$ cat src/rtl/ackc_pkg.sv
// Package: shared constants for the acknowledge and completion interface.
// Assumes register selects are 3 bits and returned IDs occupy 16 bits.
package ackc_pkg;
    localparam int ID_W = 16;
    localparam logic [ID_W-1:0] SPURIOUS_ID = 16'd1023;
    localparam logic [ID_W-1:0] FIRST_SPECIAL = 16'd1020;

    localparam logic [2:0] SEL_ACK   = 3'd0;
    localparam logic [2:0] SEL_PEEK  = 3'd1;
    localparam logic [2:0] SEL_EOI   = 3'd2;
    localparam logic [2:0] SEL_DEACT = 3'd3;
    localparam logic [2:0] SEL_MASK  = 3'd4;
    localparam logic [2:0] SEL_CTRL  = 3'd5;

    localparam int CTRL_GRP_BIT   = 0;
    localparam int CTRL_SPLIT_BIT = 1;
endpackage

$ cat src/rtl/ackc_arbiter.sv
// Module: combinational selector of the most urgent eligible line.
// Assumes a lower priority value is more urgent; the scan keeps the first
// (lowest-numbered) line among equals.
module ackc_arbiter #(
    parameter int N  = 32,
    parameter int PW = 8,
    parameter int IW = 5
) (
    input  logic [N-1:0]    pend,
    input  logic [N-1:0]    en,
    input  logic [N-1:0]    act,
    input  logic [N*PW-1:0] prio,
    input  logic [PW:0]     thresh,
    output logic            sel_valid,
    output logic [IW-1:0]   sel_id,
    output logic [PW-1:0]   sel_prio
);
    logic [N-1:0] elig;

    // Per-line eligibility: pending, enabled, inactive and under the threshold.
    for (genvar g = 0; g < N; g++) begin : g_elig
        assign elig[g] = pend[g] & en[g] & ~act[g] &
                         ({1'b0, prio[g*PW +: PW]} < thresh);
    end

    // Linear scan keeping the strictly lower priority, so ties favour low IDs.
    always_comb begin
        sel_valid = 1'b0;
        sel_id    = '0;
        sel_prio  = '1;
        for (int i = 0; i < N; i++) begin
            if (elig[i] && (!sel_valid || (prio[i*PW +: PW] < sel_prio))) begin
                sel_valid = 1'b1;
                sel_id    = IW'(i);
                sel_prio  = prio[i*PW +: PW];
            end
        end
    end
endmodule

$ cat src/rtl/ackc_prio_stack.sv
// Module: running-priority stack of acknowledged but not yet dropped lines.
// Assumes the owner never pushes while full and never pops while empty.
module ackc_prio_stack #(
    parameter int DEPTH = 4,
    parameter int IW    = 5,
    parameter int PW    = 8
) (
    input  logic          clk,
    input  logic          rst_n,
    input  logic          push,
    input  logic [IW-1:0] push_id,
    input  logic [PW-1:0] push_prio,
    input  logic          pop,
    output logic [IW-1:0] top_id,
    output logic [PW-1:0] top_prio,
    output logic          empty,
    output logic          full
);
    localparam int CW = $clog2(DEPTH + 1);
    localparam int AW = (DEPTH > 1) ? $clog2(DEPTH) : 1;

    logic [CW-1:0] cnt;
    logic [IW-1:0] id_q [DEPTH];
    logic [PW-1:0] pr_q [DEPTH];
    logic [AW-1:0] top_ptr;
    logic [AW-1:0] wr_ptr;

    assign top_ptr  = AW'(cnt - CW'(1));
    assign wr_ptr   = pop ? top_ptr : AW'(cnt);
    assign empty    = (cnt == '0);
    assign full     = (cnt == CW'(DEPTH));
    assign top_id   = id_q[top_ptr];
    assign top_prio = pr_q[top_ptr];

    // Entry storage: a push writes the next slot, or replaces the popped top.
    always_ff @(posedge clk) begin
        if (push) begin
            id_q[wr_ptr] <= push_id;
            pr_q[wr_ptr] <= push_prio;
        end
    end

    // Occupancy count.
    always_ff @(posedge clk) begin
        if (!rst_n)
            cnt <= '0;
        else if (push && !pop)
            cnt <= cnt + CW'(1);
        else if (pop && !push && !empty)
            cnt <= cnt - CW'(1);
    end

    AST_STACK_BOUND: assert property (@(posedge clk) disable iff (!rst_n)
        cnt <= CW'(DEPTH));
    AST_NO_PUSH_WHEN_FULL: assert property (@(posedge clk) disable iff (!rst_n)
        (push && !pop) |-> !full);
endmodule

$ cat src/rtl/ackc_active_set.sv
// Module: per-line active flags set on acknowledge and cleared on deactivation.
// Assumes a line is never set and cleared in the same cycle.
module ackc_active_set #(
    parameter int N  = 32,
    parameter int IW = 5
) (
    input  logic          clk,
    input  logic          rst_n,
    input  logic          set_en,
    input  logic [IW-1:0] set_idx,
    input  logic          clr_en,
    input  logic [IW-1:0] clr_idx,
    output logic [N-1:0]  act
);
    logic [N-1:0] set_vec;
    logic [N-1:0] clr_vec;

    // One-hot decode of the set and clear requests.
    for (genvar g = 0; g < N; g++) begin : g_dec
        assign set_vec[g] = set_en && (set_idx == IW'(g));
        assign clr_vec[g] = clr_en && (clr_idx == IW'(g));
    end

    // Active flag register.
    always_ff @(posedge clk) begin
        if (!rst_n)
            act <= '0;
        else
            act <= (act & ~clr_vec) | set_vec;
    end

    AST_SET_ONLY_INACTIVE: assert property (@(posedge clk) disable iff (!rst_n)
        set_en |-> !act[set_idx]);
endmodule

$ cat src/rtl/ackc_cpu_iface.sv
// Module: per-processor acknowledge / completion interface (top).
// Selects the most urgent qualifying line, raises irq, and tracks each line
// through acknowledge, priority drop and deactivation in combined or split
// completion mode. Assumes at most one register access per cycle and that the
// distributor clears pending on ack_valid. N_LINES must stay below 1020.
module ackc_cpu_iface
    import ackc_pkg::*;
#(
    parameter int N_LINES     = 32,
    parameter int PRIO_W      = 8,
    parameter int STACK_DEPTH = 4
) (
    input  logic                      clk,
    input  logic                      rst_n,
    input  logic [N_LINES-1:0]        line_pend,
    input  logic [N_LINES-1:0]        line_en,
    input  logic [N_LINES*PRIO_W-1:0] line_prio,
    output logic                      irq,
    input  logic                      rd_en,
    input  logic [2:0]                rd_sel,
    output logic [31:0]               rd_data,
    input  logic                      wr_en,
    input  logic [2:0]                wr_sel,
    input  logic [31:0]               wr_data,
    output logic                      ack_valid,
    output logic [ID_W-1:0]           ack_id
);
    localparam int IDXW = (N_LINES > 1) ? $clog2(N_LINES) : 1;

    logic [PRIO_W-1:0] mask_q;
    logic              grp_q;
    logic              split_q;
    logic [N_LINES-1:0] act;
    logic              sel_valid;
    logic [IDXW-1:0]   sel_id;
    logic [PRIO_W-1:0] sel_prio;
    logic              stk_empty;
    logic              stk_full;
    logic [IDXW-1:0]   top_id;
    logic [PRIO_W-1:0] top_prio;
    logic [PRIO_W:0]   run_prio;
    logic [PRIO_W:0]   thresh;
    logic              cand_valid;
    logic              ack_fire;
    logic [ID_W-1:0]   cand_word;
    logic [ID_W-1:0]   wr_id;
    logic [IDXW-1:0]   wr_idx;
    logic              wr_in_range;
    logic              eoi_ok;
    logic              deact_ok;
    logic              clr_en;

    // Running priority: top of stack, or one above every value when idle.
    assign run_prio = stk_empty ? {1'b1, {PRIO_W{1'b0}}} : {1'b0, top_prio};
    // Threshold: the more urgent of mask and running priority.
    assign thresh   = ({1'b0, mask_q} < run_prio) ? {1'b0, mask_q} : run_prio;

    ackc_arbiter #(.N(N_LINES), .PW(PRIO_W), .IW(IDXW)) u_arb (
        .pend     (line_pend),
        .en       (line_en),
        .act      (act),
        .prio     (line_prio),
        .thresh   (thresh),
        .sel_valid(sel_valid),
        .sel_id   (sel_id),
        .sel_prio (sel_prio)
    );

    // Candidate gating: group enable and room on the running stack.
    assign cand_valid = sel_valid && grp_q && !stk_full;
    assign ack_fire   = rd_en && (rd_sel == SEL_ACK) && cand_valid;
    assign cand_word  = cand_valid ? ID_W'(sel_id) : SPURIOUS_ID;

    // Completion decode of the write port.
    assign wr_id       = wr_data[ID_W-1:0];
    assign wr_idx      = wr_id[IDXW-1:0];
    assign wr_in_range = (wr_id < ID_W'(N_LINES));
    assign eoi_ok      = wr_en && (wr_sel == SEL_EOI) && !stk_empty &&
                         (ID_W'(top_id) == wr_id);
    assign deact_ok    = wr_en && (wr_sel == SEL_DEACT) && split_q &&
                         wr_in_range && act[wr_idx];
    assign clr_en      = (eoi_ok && !split_q) || deact_ok;

    ackc_prio_stack #(.DEPTH(STACK_DEPTH), .IW(IDXW), .PW(PRIO_W)) u_stk (
        .clk      (clk),
        .rst_n    (rst_n),
        .push     (ack_fire),
        .push_id  (sel_id),
        .push_prio(sel_prio),
        .pop      (eoi_ok),
        .top_id   (top_id),
        .top_prio (top_prio),
        .empty    (stk_empty),
        .full     (stk_full)
    );

    ackc_active_set #(.N(N_LINES), .IW(IDXW)) u_act (
        .clk    (clk),
        .rst_n  (rst_n),
        .set_en (ack_fire),
        .set_idx(sel_id),
        .clr_en (clr_en),
        .clr_idx(wr_idx),
        .act    (act)
    );

    // Mask and control registers.
    always_ff @(posedge clk) begin
        if (!rst_n) begin
            mask_q  <= '1;
            grp_q   <= 1'b0;
            split_q <= 1'b0;
        end else if (wr_en) begin
            if (wr_sel == SEL_MASK)
                mask_q <= wr_data[PRIO_W-1:0];
            if (wr_sel == SEL_CTRL) begin
                grp_q   <= wr_data[CTRL_GRP_BIT];
                split_q <= wr_data[CTRL_SPLIT_BIT];
            end
        end
    end

    // Read mux, valid in the strobe cycle.
    always_comb begin
        rd_data = '0;
        if (rd_en) begin
            case (rd_sel)
                SEL_ACK, SEL_PEEK: rd_data = {16'h0, cand_word};
                SEL_MASK:          rd_data = 32'(mask_q);
                SEL_CTRL:          rd_data = {30'h0, split_q, grp_q};
                default:           rd_data = '0;
            endcase
        end
    end

    assign irq       = cand_valid;
    assign ack_valid = ack_fire;
    assign ack_id    = ID_W'(sel_id);

    AST_MASK_RESET: assert property (@(posedge clk) disable iff (!rst_n)
        $past(!rst_n) |-> (mask_q == '1 && !grp_q && !split_q));
    AST_SEL_LEGAL: assert property (@(posedge clk) disable iff (!rst_n)
        sel_valid |-> (line_pend[sel_id] && line_en[sel_id] && !act[sel_id]));
    AST_ACK_MARKS_ACTIVE: assert property (@(posedge clk) disable iff (!rst_n)
        ack_valid |=> act[$past(sel_id)]);
    AST_RP_DROPS_ON_ACK: assert property (@(posedge clk) disable iff (!rst_n)
        ack_valid |=> (run_prio < $past(run_prio)));
    AST_BAD_EOI_KEEPS_RP: assert property (@(posedge clk) disable iff (!rst_n)
        (wr_en && wr_sel == SEL_EOI && !eoi_ok && !ack_fire) |=> $stable(run_prio));
    AST_ID_NOT_SPECIAL: assert property (@(posedge clk) disable iff (!rst_n)
        ack_valid |-> (ack_id < FIRST_SPECIAL));
endmodule

$ cat config.mk
export PLATFORM = sky130hd
export DESIGN_NAME = ackc_cpu_iface
export DESIGN_NICKNAME = d
export VERILOG_FILES = /design/src/rtl/ackc_pkg.sv /design/src/rtl/ackc_arbiter.sv /design/src/rtl/ackc_prio_stack.sv /design/src/rtl/ackc_active_set.sv /design/src/rtl/ackc_cpu_iface.sv
export SDC_FILE = /design/constraint.sdc
export NUM_CORES = 1
export LEC_CHECK = 0
export BUFFER_PORTS_ARGS = -buffer_cell sky130_fd_sc_hd__buf_2
export CORE_UTILIZATION = 35
export DETAILED_ROUTE_END_ITERATION = 8
export GPL_ROUTABILITY_DRIVEN = 0
export HOLD_SLACK_MARGIN = 0.05
export PLACE_DENSITY_LB_ADDON = 0.3
export SYNTH_ARGS = -nofsm -noshare
export SYNTH_HDL_FRONTEND = slang
export SYNTH_SLANG_ARGS = --single-unit
$ cat constraint.sdc
create_clock -name clk -period 196 [get_ports clk]
set_input_delay 9.8 -clock clk [delete_from_list [all_inputs] [get_ports clk]]
set_output_delay 9.8 -clock clk [all_outputs]
set_load 0.005 [all_outputs]
==> impl_metrics.ini <==
[run]
cap_viol_max_count = 0

[timing]
fin_crit_sh = 0.457
worst_pin_slew_ps = 1130
rsz0062_at_grt = false
setup_viol = 0
max_slew_margin = 0.246
finalHoldViolCount = 0
fin_crit_ps = 89520
finalSetupTns_ps = 0
fmaxAchievable_ghz = 0.0112
drv_slew = 0
skew_ps = 5.74

[final_layout]
postLayoutCellArea_mm2 = 0.0240
drive_gt1_frac = 0.185
final_nets = 3763
layout-area-overhead-vs-synth_pct = 13.4
fin_util = 0.404

[drt]
drt_iter0_markers = 1694
remaining_drc_errors = 0
drtPass1Iterations = 5
via_per_inst = 5.66
vias = 21800
ant_nets = 0
wl_per_cell_um = 19.2
finalWirelength_mm = 74.1

[clock_tree]
cts-root-buf = clkbuf_16
h-tree-depth = 3
path_clk_slew_ps = 60
clk_latency_ps = 340
cts_resized = 0
clock_path_buffers = 2
hold_buffers = 0
cts_tree = done
post_cts_buffers = 0
clkSinkCount = 97
cts_buffers = 9

[yosys]
synth-seq-cells = 97
synth_cell_type_count = 122
synthCells = 2764
seq_area_frac_synth = 0.116
synth_area_leaders = ha_1 20%, edfxtp_1 7.4%, a21oi_1 5.0%
synthFlopType = edfxtp_1
synth-edff-count = 52
synth_top_cell_area_share = 0.196
synth_area_per_cell_um2 = 7.66
ys_async_sr_fraction = 0
yosys_warnings = 0
yosys.area.top_type = ha_1
synth_area_mm2 = 0.0212

[worst_setup_path]
crit_arrival_ps = 79720
path_common_cell = a21oi_1
reg2regPathDepth = 325
cp-start-kind = primary input
crit_path_end_kind = primary output
r2r_slack_ps = 121810
reg2reg_to = u_stk.pr_q[1][7]$_DFFE_PP_
critPathMaxFanout = 18
cp_slowest_cell = o21ai_1
critPathRequiredTime_ps = 186200
crit_type = in2out
critPathMaxStageDelay_ps = 880
r2r_start = u_stk.cnt[1]$_SDFFE_PN0P_

[min_path]
min_from = u_act.act[12]$_SDFF_PN0_
hold_path.class = reg2reg
hold_path_end = u_act.act[12]$_SDFF_PN0_
min_path_cells = 2

[die]
die_w_um = 248
die_y_um = 248
ios = 412
start_util = 0.357
fp.dieArea_mm2 = 0.0615
core_area_mm2 = 0.0594
rows = 89

[grt]
gr-usage-met3 = 0.0238
first_global_vias = 20500
grt_remaining_overflow = 0
antenna_found_initial = 8
grt_busiest_layer = met2
grt_util_met1 = 0.313
grtUsageMet2 = 0.406
grt_max_degree = 42
grt_pass1_wl_mm = 113
grtUsageTotal = 0.233

[power_and_ir_drop]
p_per_area_mw_per_mm2 = 13.4
ir_worst_vdd_mv = 0.00824
leakagePower_nw = 11.5
design_power_total_mw = 0.321

[placement]
place_hpwl_mm = 61.6
dpl_cell_area_mm2 = 0.0237
io_buffers = 362

[status]
status = finished clean
-- kinds of logic after synthesis --
family	after synthesis	synth area share
buf+inv	345	0.0706
xor+xnor	16	0.00662
compound gates	875	0.278
fa+ha+maj	396	0.226
simple gates	876	0.210
other cells	1	0.000177
mux	158	0.0916
flops	97	0.116
-- metrics by stage --
stage / cells / setup slack, ps / hold slack, ps
finish: 3852 / 106480 / 529
global placement: 3832 / 107910 / 519
detailed placement: 3832 / 107540 / 531
global route: 3850 / 100480 / 574
floorplan: 2796 / 116420 / 439
CTS: 3848 / 107190 / 543
-- power by group --
part | leakage, nW | internal, mW | total (mW) | switching, mW
clock network | 0.163 | 0.0125 | 0.0201 | 0.00761
logic | 10.5 | 0.107 | 0.270 | 0.163
registers | 0.828 | 0.0304 | 0.0305 | 0.000128
-- final cells by class --
| class | count | area [um2] |
|---|---|---|
| Multi-Input combinational cell | 2354 | 17400 |
| Clock inverter | 7 | 119 |
| Inverter | 226 | 848 |
| Fill cell | 6257 | 35300 |
| Sequential cell | 97 | 2460 |
| Timing Repair Buffer | 382 | 1960 |
| Clock buffer | 9 | 225 |
| Tap cell | 773 | 967 |
| Antenna cell | 4 | 10.0 |
-- cell usage in the layout (no fill, tap or decap), types with 9 or more instances in the layout --
cell / count
buf_2: 362
ha_1: 331
inv_1: 225
nand2_1: 224
a21oi_1: 204
nor2_1: 199
o21ai_0: 181
mux2i_1: 81
a21o_1: 76
nor2b_1: 75
nand3_1: 68
maj3_1: 63
nand4_1: 58
nand2b_1: 55
o211ai_1: 55
edfxtp_1: 52
mux2_2: 51
dfxtp_1: 45
o21ai_1: 33
a31oi_1: 33
nor3_1: 33
conb_1: 33
and3_1: 32
o21a_1: 28
and2_1: 24
o31ai_1: 22
mux4_2: 21
or2_2: 21
or3_1: 20
buf_4: 20
o22ai_1: 19
and4_1: 18
a211oi_1: 15
o2111ai_1: 13
xnor2_1: 11
a211o_1: 10
a31o_2: 9
nor4_1: 9
clkbuf_16: 9
-- cells in the mapped netlist, types with 8 or more instances --
master	count
o31ai_1	22
inv_1	225
o211ai_1	55
dfxtp_1	45
and3_1	32
mux4_2	21
nor2b_1	75
nand3_1	68
a31oi_1	34
a21oi_1	211
nor2_1	199
or3_1	20
nand2b_1	55
mux2_2	51
o2111ai_1	13
o22ai_1	19
and2_1	26
o21ai_0	181
a2bb2oi_1	8
mux2i_1	81
a21o_1	76
clkbuf_1	56
o21ai_1	33
maj3_1	63
a31o_2	9
or2_2	21
a211o_1	10
ha_1	331
nand4_1	58
and4_1	18
edfxtp_1	52
a211oi_1	15
xnor2_1	11
nand2_1	224
buf_4	37
a2111oi_0	8
nor3_1	33
nor4_1	9
buf_2	13
o21a_1	28
-- registers in the layout (all words and copies together), names as in the netlist --
| register | flops |
|---|---|
| grp_q | 1 |
| split_q | 1 |
| u_stk.id_q | 20 |
| u_stk.cnt | 3 |
| u_act.act | 32 |
| u_stk.pr_q | 32 |
| mask_q | 8 |
-- worst max-delay path by stage --
stage | cells past startpoint | startpoint | slack [ps] | endpoint
after floorplan | 345 | line_prio[7] | 116420 | rd_data[1]
after global placement | 314 | line_prio[7] | 107910 | rd_data[0]
after detailed placement | 317 | line_prio[7] | 107540 | rd_data[0]
after CTS | 315 | line_prio[7] | 107190 | rd_data[0]
after global routing | 318 | line_prio[7] | 100480 | rd_data[0]
final | 316 | line_prio[7] | 106480 | rd_data[0]
-- worst max-delay path, delay by kind of cell --
family | cells | cell delay [ps]
adders and majority gates | 32 | 9240
muxes | 19 | 6460
AOI/OAI and AO/OA | 139 | 33470
and+or+nand+nor | 98 | 18050
buffers and inverters | 28 | 2570
-- layer usage --
metal / up-vias / wire, um
li1: 10900 / -
met1: 10200 / 34300
met2: 541 / 34900
met3: 69 / 3850
met4: 12 / 950
met5: - / 71
Note: power is estimated with default switching activity, not from simulation.
